`config.mk`:
```
export PLATFORM = sky130hd
export DESIGN_NAME = dma_word_channel
export DESIGN_NICKNAME = d
export VERILOG_FILES = /design/src/rtl/dma_chan_pkg.sv /design/src/rtl/dma_host_decode.sv /design/src/rtl/dma_xfer_engine.sv /design/src/rtl/dma_word_channel.sv
export SDC_FILE = /design/constraint.sdc
export NUM_CORES = 1
export LEC_CHECK = 0
export ABC_AREA = 0
export BUFFER_PORTS_ARGS = -buffer_cell sky130_fd_sc_hd__buf_2
export CAP_MARGIN = 20
export CORE_ASPECT_RATIO = 2
export CORE_UTILIZATION = 40
export DETAILED_ROUTE_END_ITERATION = 10
export GPL_TIMING_DRIVEN = 0
export PLACE_DENSITY = 0.75
export SLEW_MARGIN = 25
export SYNTH_ARGS = -nofsm -noshare
export SYNTH_HDL_FRONTEND = slang
export SYNTH_SLANG_ARGS = --single-unit
```
`constraint.sdc`:
```
create_clock -name clk -period 2.15 [get_ports clk]
set_clock_uncertainty 0.1 [all_clocks]
set_input_delay 0.5375 -clock clk [delete_from_list [all_inputs] [get_ports clk]]
set_output_delay 0.5375 -clock clk [all_outputs]
set_load 0.03 [all_outputs]
```
`src/rtl/dma_chan_pkg.sv`:
```
// Package: shared types for the single-channel DMA word mover.
// Assumes: nothing beyond IEEE 1800-2017.
package dma_chan_pkg;

    // Destination of the next output word on the register select code.
    typedef enum logic {
        STEER_ADDR = 1'b0,
        STEER_CNT  = 1'b1
    } steer_t;

endpackage

```
`src/rtl/dma_host_decode.sv`:
```
// Module: dma_host_decode
// Turns host I/O strobes into load and arm pulses for the channel.
// It keeps a one-bit routing state that clear-control and set-control
// commands on REG_SC set, and that output words on REG_SC follow.
// Assumes at most one of io_out/io_clc/io_stc is high in a cycle.
module dma_host_decode
    import dma_chan_pkg::*;
#(
    parameter int SC_W   = 6,
    parameter int CFG_SC = 6,
    parameter int REG_SC = 2
) (
    input  logic            clk,
    input  logic            rst_n,
    input  logic [SC_W-1:0] io_sel,
    input  logic            io_out,
    input  logic            io_clc,
    input  logic            io_stc,
    input  logic            io_clf,
    output logic            ld_cfg,
    output logic            ld_addr,
    output logic            ld_cnt,
    output logic            arm
);

    localparam logic [SC_W-1:0] CFG_CODE = SC_W'(CFG_SC);
    localparam logic [SC_W-1:0] REG_CODE = SC_W'(REG_SC);

    steer_t steer_q;
    logic   hit_cfg;
    logic   hit_reg;

    // Compare the addressed select code with the two channel codes.
    always_comb begin
        hit_cfg = (io_sel == CFG_CODE);
        hit_reg = (io_sel == REG_CODE);
    end

    // Keep the routing state that the control commands set.
    always_ff @(posedge clk) begin
        if (!rst_n) begin
            steer_q <= STEER_ADDR;
        end else if (hit_reg && io_clc) begin
            steer_q <= STEER_ADDR;
        end else if (hit_reg && io_stc) begin
            steer_q <= STEER_CNT;
        end
    end

    // Produce the load and arm pulses.
    always_comb begin
        ld_cfg  = io_out && hit_cfg;
        ld_addr = io_out && hit_reg && (steer_q == STEER_ADDR);
        ld_cnt  = io_out && hit_reg && (steer_q == STEER_CNT);
        arm     = io_stc && io_clf && hit_cfg;
    end

    AST_CLC_ROUTES_ADDR: assert property (@(posedge clk) disable iff (!rst_n)
        (hit_reg && io_clc) |=> (steer_q == STEER_ADDR));

    AST_STC_ROUTES_CNT: assert property (@(posedge clk) disable iff (!rst_n)
        (hit_reg && io_stc && !io_clc) |=> (steer_q == STEER_CNT));

endmodule

```
`src/rtl/dma_xfer_engine.sv`:
```
// Module: dma_xfer_engine
// Holds the channel state: peripheral select, auto-clear option,
// address, direction and negated count. It arms, steps once per
// service request and completes when the count wraps to zero.
// Assumes loads and arm come from dma_host_decode as single pulses.
module dma_xfer_engine #(
    parameter int DATA_W       = 16,
    parameter int ADDR_W       = 15,
    parameter int CNT_W        = 14,
    parameter int SC_W         = 6,
    parameter int DIR_BIT      = 15,
    parameter int AUTO_CLR_BIT = 13
) (
    input  logic              clk,
    input  logic              rst_n,
    input  logic [DATA_W-1:0] io_data,
    input  logic              ld_cfg,
    input  logic              ld_addr,
    input  logic              ld_cnt,
    input  logic              arm,
    input  logic              svc_req,
    output logic              word_go,
    output logic [ADDR_W-1:0] addr,
    output logic              dir_to_mem,
    output logic [SC_W-1:0]   dev_sel,
    output logic              busy,
    output logic              done,
    output logic              clr_pulse
);

    localparam logic [ADDR_W-1:0] ADDR_ONE = ADDR_W'(1);
    localparam logic [CNT_W-1:0]  CNT_ONE  = CNT_W'(1);

    logic [ADDR_W-1:0] addr_q;
    logic [CNT_W-1:0]  cnt_q;
    logic [SC_W-1:0]   sel_q;
    logic              dir_q;
    logic              auto_clr_q;
    logic              busy_q;
    logic              done_q;
    logic              clr_q;
    logic              last_word;
    logic              any_load;

    // Decide when a word moves and whether it is the final one.
    always_comb begin
        word_go   = busy_q && svc_req;
        last_word = word_go && (&cnt_q);
        any_load  = ld_cfg || ld_addr || ld_cnt;
    end

    // Configuration word: peripheral select and auto-clear option.
    always_ff @(posedge clk) begin
        if (!rst_n) begin
            sel_q      <= '0;
            auto_clr_q <= 1'b0;
        end else if (ld_cfg) begin
            sel_q      <= io_data[SC_W-1:0];
            auto_clr_q <= io_data[AUTO_CLR_BIT];
        end
    end

    // Address and direction: load, then step by one per word.
    always_ff @(posedge clk) begin
        if (!rst_n) begin
            addr_q <= '0;
            dir_q  <= 1'b0;
        end else if (ld_addr) begin
            addr_q <= io_data[ADDR_W-1:0];
            dir_q  <= io_data[DIR_BIT];
        end else if (word_go) begin
            addr_q <= addr_q + ADDR_ONE;
        end
    end

    // Negated word count: load, then step up toward zero.
    always_ff @(posedge clk) begin
        if (!rst_n) begin
            cnt_q <= '0;
        end else if (ld_cnt) begin
            cnt_q <= io_data[CNT_W-1:0];
        end else if (word_go) begin
            cnt_q <= cnt_q + CNT_ONE;
        end
    end

    // Armed state: set by arm, dropped by config load or completion.
    always_ff @(posedge clk) begin
        if (!rst_n) begin
            busy_q <= 1'b0;
        end else if (arm) begin
            busy_q <= 1'b1;
        end else if (ld_cfg || last_word) begin
            busy_q <= 1'b0;
        end
    end

    // Sticky completion flag, cleared by any register load.
    always_ff @(posedge clk) begin
        if (!rst_n) begin
            done_q <= 1'b0;
        end else if (any_load) begin
            done_q <= 1'b0;
        end else if (last_word) begin
            done_q <= 1'b1;
        end
    end

    // One-cycle control-clear request after the final word.
    always_ff @(posedge clk) begin
        if (!rst_n) begin
            clr_q <= 1'b0;
        end else begin
            clr_q <= last_word && auto_clr_q;
        end
    end

    // Drive outputs from state.
    always_comb begin
        addr       = addr_q;
        dir_to_mem = dir_q;
        dev_sel    = sel_q;
        busy       = busy_q;
        done       = done_q;
        clr_pulse  = clr_q;
    end

    AST_ADDR_STEP: assert property (@(posedge clk) disable iff (!rst_n)
        (word_go && !ld_addr) |=> (addr_q == $past(addr_q) + ADDR_ONE));

    AST_FINISH: assert property (@(posedge clk) disable iff (!rst_n)
        (last_word && !arm && !any_load) |=> (done_q && !busy_q));

    AST_DONE_STICKY: assert property (@(posedge clk) disable iff (!rst_n)
        (done_q && !any_load) |=> done_q);

    AST_CLR_ONE_CYCLE: assert property (@(posedge clk) disable iff (!rst_n)
        clr_q |=> !clr_q);

endmodule

```
`src/rtl/dma_word_channel.sv`:
```
// Module: dma_word_channel (top)
// Single-channel DMA word mover. The host programs it through I/O
// strobes; each peripheral service request then moves one word between
// memory and the peripheral in the request cycle.
// Assumes memory read data is valid combinationally in the strobe cycle.
module dma_word_channel #(
    parameter int DATA_W       = 16,
    parameter int ADDR_W       = 15,
    parameter int CNT_W        = 14,
    parameter int SC_W         = 6,
    parameter int CFG_SC       = 6,
    parameter int REG_SC       = 2,
    parameter int DIR_BIT      = 15,
    parameter int AUTO_CLR_BIT = 13
) (
    input  logic              clk,
    input  logic              rst_n,
    input  logic [SC_W-1:0]   io_sel,
    input  logic [DATA_W-1:0] io_data,
    input  logic              io_out,
    input  logic              io_clc,
    input  logic              io_stc,
    input  logic              io_clf,
    input  logic              svc_req,
    input  logic [DATA_W-1:0] dev_rdata,
    input  logic [DATA_W-1:0] mem_rdata,
    output logic              mem_req,
    output logic              mem_we,
    output logic [ADDR_W-1:0] mem_addr,
    output logic [DATA_W-1:0] mem_wdata,
    output logic              dev_wstb,
    output logic [DATA_W-1:0] dev_wdata,
    output logic [SC_W-1:0]   dev_sel,
    output logic              dev_clr_ctl,
    output logic              busy,
    output logic              done
);

    logic ld_cfg;
    logic ld_addr;
    logic ld_cnt;
    logic arm;
    logic word_go;
    logic dir_to_mem;

    dma_host_decode #(
        .SC_W   (SC_W),
        .CFG_SC (CFG_SC),
        .REG_SC (REG_SC)
    ) u_decode (
        .clk     (clk),
        .rst_n   (rst_n),
        .io_sel  (io_sel),
        .io_out  (io_out),
        .io_clc  (io_clc),
        .io_stc  (io_stc),
        .io_clf  (io_clf),
        .ld_cfg  (ld_cfg),
        .ld_addr (ld_addr),
        .ld_cnt  (ld_cnt),
        .arm     (arm)
    );

    dma_xfer_engine #(
        .DATA_W       (DATA_W),
        .ADDR_W       (ADDR_W),
        .CNT_W        (CNT_W),
        .SC_W         (SC_W),
        .DIR_BIT      (DIR_BIT),
        .AUTO_CLR_BIT (AUTO_CLR_BIT)
    ) u_engine (
        .clk        (clk),
        .rst_n      (rst_n),
        .io_data    (io_data),
        .ld_cfg     (ld_cfg),
        .ld_addr    (ld_addr),
        .ld_cnt     (ld_cnt),
        .arm        (arm),
        .svc_req    (svc_req),
        .word_go    (word_go),
        .addr       (mem_addr),
        .dir_to_mem (dir_to_mem),
        .dev_sel    (dev_sel),
        .busy       (busy),
        .done       (done),
        .clr_pulse  (dev_clr_ctl)
    );

    // Memory strobe and the data path in the strobe cycle.
    always_comb begin
        mem_req   = word_go;
        mem_we    = dir_to_mem;
        mem_wdata = dev_rdata;
        dev_wstb  = word_go && !dir_to_mem;
        dev_wdata = mem_rdata;
    end

    AST_NO_STROBE_WHEN_DONE: assert property (@(posedge clk) disable iff (!rst_n)
        mem_req |-> !done);

    AST_STROBE_NEEDS_REQ: assert property (@(posedge clk) disable iff (!rst_n)
        mem_req |-> svc_req);

endmodule

```
==> results of run 1 <==
==> final cells by class <==
type,instances,area (um^2)
fill,550,2540
multi-input combinational,169,1120
sequential,41,821
timing repair buffer,85,425
buffer,47,303
clock buffer,7,86.3
tap,60,75.1
clock inverter,1,30.0
inverter,3,11.3
==> worst min-delay path by stage <==
stage,start,end,slack (ps),cells past startpoint
global placement,u_engine.dev_sel[5]$_SDFFE_PN0P_,u_engine.dev_sel[5]$_SDFFE_PN0P_,370,2
global route,io_clc,u_decode.steer_q$_SDFFE_PP0P_,320,2
detailed placement,u_engine.dev_sel[2]$_SDFFE_PN0P_,u_engine.dev_sel[2]$_SDFFE_PN0P_,380,2
finish,io_clc,u_decode.steer_q$_SDFFE_PP0P_,320,2
floorplan,u_engine.auto_clr_q$_SDFFE_PN0P_,u_engine.auto_clr_q$_SDFFE_PN0P_,350,2
CTS,io_clc,u_decode.steer_q$_SDFFE_PP0P_,310,2
==> sequential cells by signal, summed over array words and instances (netlist names) <==
register	count
u_decode.steer_q	1
u_engine.addr	15
u_engine.auto_clr_q	1
u_engine.busy	1
u_engine.clr_pulse	1
u_engine.cnt_q	14
u_engine.dev_sel	6
u_engine.dir_to_mem	1
u_engine.done	1
==> layer usage <==
layer	up-vias	share of wire	GRT usage
li1	1086	-	-
met4	0	0.051	0.125
met5	-	0	0
met3	22	0.082	0.0394
met2	127	0.54	0.373
met1	1017	0.33	0.215
==> critical path, delay by kind of cell (launching register included) <==
kind | cells | cell delay, ps
and+or+nand+nor | 2 | 270
DFF | 1 | 330
buffers and inverters | 2 | 420
==> metrics by stage <==
stage	hold WS [ps]	worst slack, ps	util
global placement	370	9.98	0.509
finish	319	195	0.531
CTS	313	90.7	0.530
detailed placement	385	32.4	0.509
floorplan	352	193	-
global route	320	99.5	0.531
==> timing repair <==
action / CTS / global route
hold endpoints to repair: 0 / 0
buffers inserted: 0 / 0
setup endpoints to repair: 0 / 1
gates resized for setup: 0 / 1
==> where the power goes <==
part | internal, uW | switching [uW] | total [uW]
Combinational | 90.7 | 134 | 224
Sequential | 762 | 3.14 | 765
Clock | 379 | 259 | 637
Total | 1230 | 396 | 1630
==> cell families (layout without fill, tap and decap cells) <==
group	count (synthesis)	count (layout)	synth area share
simple gates	74	74	0.202
compound gates	57	57	0.139
buf+inv	50	143	0.139
flops	41	41	0.364
xor+xnor	26	26	0.101
mux	10	10	0.0443
fa+ha+maj	2	2	0.0111
==> Yosys cell counts (all sizes together) <==
cell type | number | share of area
xor2 | 18 | 0.070
or4 | 1 | 0.0033
ha | 2 | 0.011
and3 | 2 | 0.0055
nand4 | 15 | 0.044
a211oi | 7 | 0.023
o221a | 1 | 0.0050
nand2b | 1 | 0.0028
nor2 | 17 | 0.028
nor3b | 1 | 0.0033
and2 | 2 | 0.0055
dfxtp | 41 | 0.36
nor4 | 3 | 0.0083
a21oi | 23 | 0.051
xnor2 | 8 | 0.031
o21ai | 23 | 0.051
nor3 | 2 | 0.0044
o22ai | 1 | 0.0028
nand3b | 1 | 0.0033
buf | 38 | 0.12
nand3 | 7 | 0.018
nand2 | 10 | 0.017
nor4bb | 1 | 0.0044
a31oi | 1 | 0.0028
clkbuf | 9 | 0.015
o31ai | 1 | 0.0033
nor4b | 3 | 0.021
and4b | 1 | 0.0044
inv | 3 | 0.0050
and4 | 7 | 0.028
mux2i | 10 | 0.044
==> impl_metrics.toml, run 1 <==
[status]
status = "completed"

[critical_path]
cp-start-kind = "register"
timing.rr.end = "u_engine.done$_SDFFE_PP0P_"
arrival_ps = 1320
rr_startpoint = "u_engine.busy$_SDFFE_PN0P_"
critPathMaxStageDelay_ps = 330
end_kind = "output pin"
reg2reg_depth = 5
cp.required_ps = 1510
cp_slowest_cell = "dfxtp_1"
crit_path_start = "u_engine.busy$_SDFFE_PN0P_"
worstSetupPathType = "reg -> out"
crit_top_cell = "buf_2"
crit_fanout = 9
reg2reg_slack_ps = 470
endpoint = "dev_wstb"
path_cells = "buf_2 > nand2_2 > nor2_1 > buf_2"

[floorplanning]
rows = 38
die-area_mm2 = 0.00597
core_mm2 = 0.00542
ioPinCount = 120
dieHeight_um = 108
die_w_um = 55.1
start_util = 0.416

[sta]
final_hold_viol_count = 0
setup_viol = 0
drv_slew = 0
timing.final.crit_share = 0.909
worst_pin_slew_ps = 467
rsz0062_at_grt = "false"
slew_headroom = 0.689
fmax_mhz = 511
setup_tns_ps = 0
layout_min_cycle_time_ps = 1960

[placed_design]
placed_area_mm2 = 0.00276
post-place-cells = 405
place.port_buffers = 85
routabilityCongestion = 0.883
hpwl_um = 4560

[yosys]
synth-seq-area-share = 0.364
synth_area_per_cell_um2 = 8.68
ys_warn_count = 0
syn-cell-area_mm2 = 0.00226
synth_cells = 260
synth_fp_nets = 323
ys_seq_elements = 41
ys_types = 39

[flow_run]
drv_cap = 0

[grt]
antenna_found_initial = 0
grt_pass1_wl_um = 9360
grtUsageTotal = 0.212
overflow = 0
grt_max_degree = 13
grt_pass1_vias = 2165

[detailed_routing]
drtAntennaViolNets = 0
vias = 2252
drt_iter0_drc = 54
viasPerCell = 5.45
route.detailed.drc = 0
dr.pass1.iters = 4
wl_um = 5680
wire_per_inst_um = 13.7

[cells_and_area]
fin_area_mm2 = 0.00288
layout-drive-gt1-share = 0.382
final_common_cell = "buf_2"
fin_cells = 413
n_antenna_cell = 0
nets = 415
layout_common_cells = "buf_2 (90), dfxtp_1 (41), buf_4 (32), a21oi_1 (23), o21ai_1 (22)"
area_growth_pct = 27.4

[power]
p_leak_uw = 0.00129
power_uw = 1630
p_per_area_mw_per_mm2 = 565
ir_worst_vdd_mv = 0.566

[min_path]
min_path_type = "in -> reg"

[cts]
ctsHoldBuffers = 0
insertion_delay_ps = 290
clockBufferDepth = 2
cts_buffers = 5
numClockSinks = 41
cts_max_level = 2
ctsRootBufferMaster = "clkbuf_8"
tritoncts = "yes"
clk_pin_slew_ps = 80
No activity file was read; power rests on OpenSTA's default activity.
==> run 2: changes to the inputs <==
- CORE_ASPECT_RATIO: 2 -> unset
==> impl_metrics.toml, run 2 (synthesis gave the netlist of run 1 again) <==
[critical_path]
crit_fanout = 9
cp.required_ps = 1510
cp-start-kind = "register"
end_kind = "output pin"
arrival_ps = 1390
worstSetupPathType = "reg -> out"

[cells_and_area]
n_antenna_cell = 0
largest_reg_flops = 15
nFillCells = 513
final_common_cell = "buf_2"
nets = 415
layout-drive-gt1-share = 0.380
fin_cells = 423
layout_common_cells = "buf_2 (90), dfxtp_1 (41), buf_4 (32), a21oi_1 (23), o21ai_1 (22)"
area_growth_pct = 27.9

[floorplanning]
die_w_um = 77.1
core_mm2 = 0.00527
start_util = 0.428
rows = 26
ioPinCount = 120
dieHeight_um = 77.1
die-area_mm2 = 0.00595

[detailed_routing]
drtAntennaViolNets = 0
viasPerCell = 5.12
dr.pass1.iters = 4
vias = 2164
wl_um = 5360
route.detailed.drc = 0
wire_per_inst_um = 12.7
drt_iter0_drc = 94

[power]
p_sw_uw = 398
pwr-share-comb = 0.136
ir_worst_vdd_mv = 0.311
internal_power_uw = 1230
p_per_area_mw_per_mm2 = 564
seqPwrFrac = 0.469
power.clock.fraction = 0.395
power_uw = 1630
p_sw_frac = 0.245
p_leak_uw = 0.00129

[sta]
timing.final.crit_share = 0.941
rsz0062_at_grt = "false"
fmax_mhz = 494
setup_tns_ps = 0
layout_min_cycle_time_ps = 2020
worst_pin_slew_ps = 489
drv_slew = 0
slew_headroom = 0.674
final_hold_viol_count = 0
fin_ws_ps = 126
setup_viol = 0

[placed_design]
hpwl_um = 4170
routabilityCongestion = 0.812
post-place-cells = 415
dp_slack_ps = -5.76
place.port_buffers = 85

[cts]
cts_max_level = 2
cts_setup_buffers = 0
numClockSinks = 41
tritoncts = "yes"
cts-resized-gates = 0
ctsRootBufferMaster = "clkbuf_8"
cts_buffers = 5
insertion_delay_ps = 290
clockBufferDepth = 2
clk_pin_slew_ps = 80
ctsHoldBuffers = 0

[grt]
grt_pass1_wl_um = 8910
grt_pass1_vias = 2020
overflow = 0
antenna_found_initial = 0
use_met1 = 0.223
grtUsageMet3 = 0.0452
met2_usage = 0.315
grtUsageTotal = 0.185
grt_max_degree = 13
grt_busiest_layer = "met2"

[status]
status = "completed"

[min_path]
min_path_type = "in -> reg"

[flow_run]
drv_cap = 0
==> run 2: cell count changes in the layout (fill, tap and decap cells not counted) <==
cell / before / now
nand2_1: 9 / 10
nand2_2: 1 / 0
==> run 2: cell type report <==
| cell class | instances | area (um^2) | area share |
|---|---|---|---|
| Multi-Input combinational cell | 169 | 1120 | 0.389 |
| Sequential cell | 41 | 821 | 0.284 |
| Timing Repair Buffer | 85 | 425 | 0.147 |
| Buffer | 47 | 303 | 0.105 |
| Tap cell | 70 | 87.6 | 0.0303 |
| Clock buffer | 7 | 86.3 | 0.0299 |
| Clock inverter | 1 | 30.0 | 0.0104 |
| Inverter | 3 | 11.3 | 0.00390 |
==> run 2: final timing paths <==
kind	slack, ps	from	depth (start not counted)	endpoint
worst max-delay path	130	u_engine.busy$_SDFFE_PN0P_	4	dev_wstb
worst min-delay path	320	io_clc	2	u_decode.steer_q$_SDFFE_PP0P_
worst max register to register	500	u_decode.steer_q$_SDFFE_PP0P_	5	u_engine.cnt_q[7]$_SDFFE_PN0P_
worst min register to register	380	u_engine.auto_clr_q$_SDFFE_PN0P_	1	u_engine.clr_pulse$_SDFF_PN0_
==> run 2: critical path: stages, from the launching register on <==
cell and delay [ps]:
dfxtp_1 330, buf_2 210, nand2_1 220, nor2_1 130, buf_2 200
==> run 2: routing by layer <==
metal	vias up	share of wire
met5	-	0
met3	5	0.065
li1	1081	-
met2	84	0.48
met4	0	0.0099
met1	994	0.45
==> run 2: power by group through the flow <==
stage          Combinational (uW)  Sequential [uW]  Clock, uW
4_1_cts                       223              764        658
3_3_place_gp                  221              782          0
2_1_floorplan                 144              787          0
3_5_place_dp                  222              783          0
5_1_grt                       236              765        698
6_report                      221              765        643
==> run 2: stage by stage <==
stage          cell area [um^2]   util  hold slack (ps)
3_5_place_dp               2770  0.526              364
3_3_place_gp               2770  0.526              366
2_1_floorplan              2260      -              352
5_1_grt                    2890  0.548              323
4_1_cts                    2890  0.548              316
6_report                   2890  0.548              321
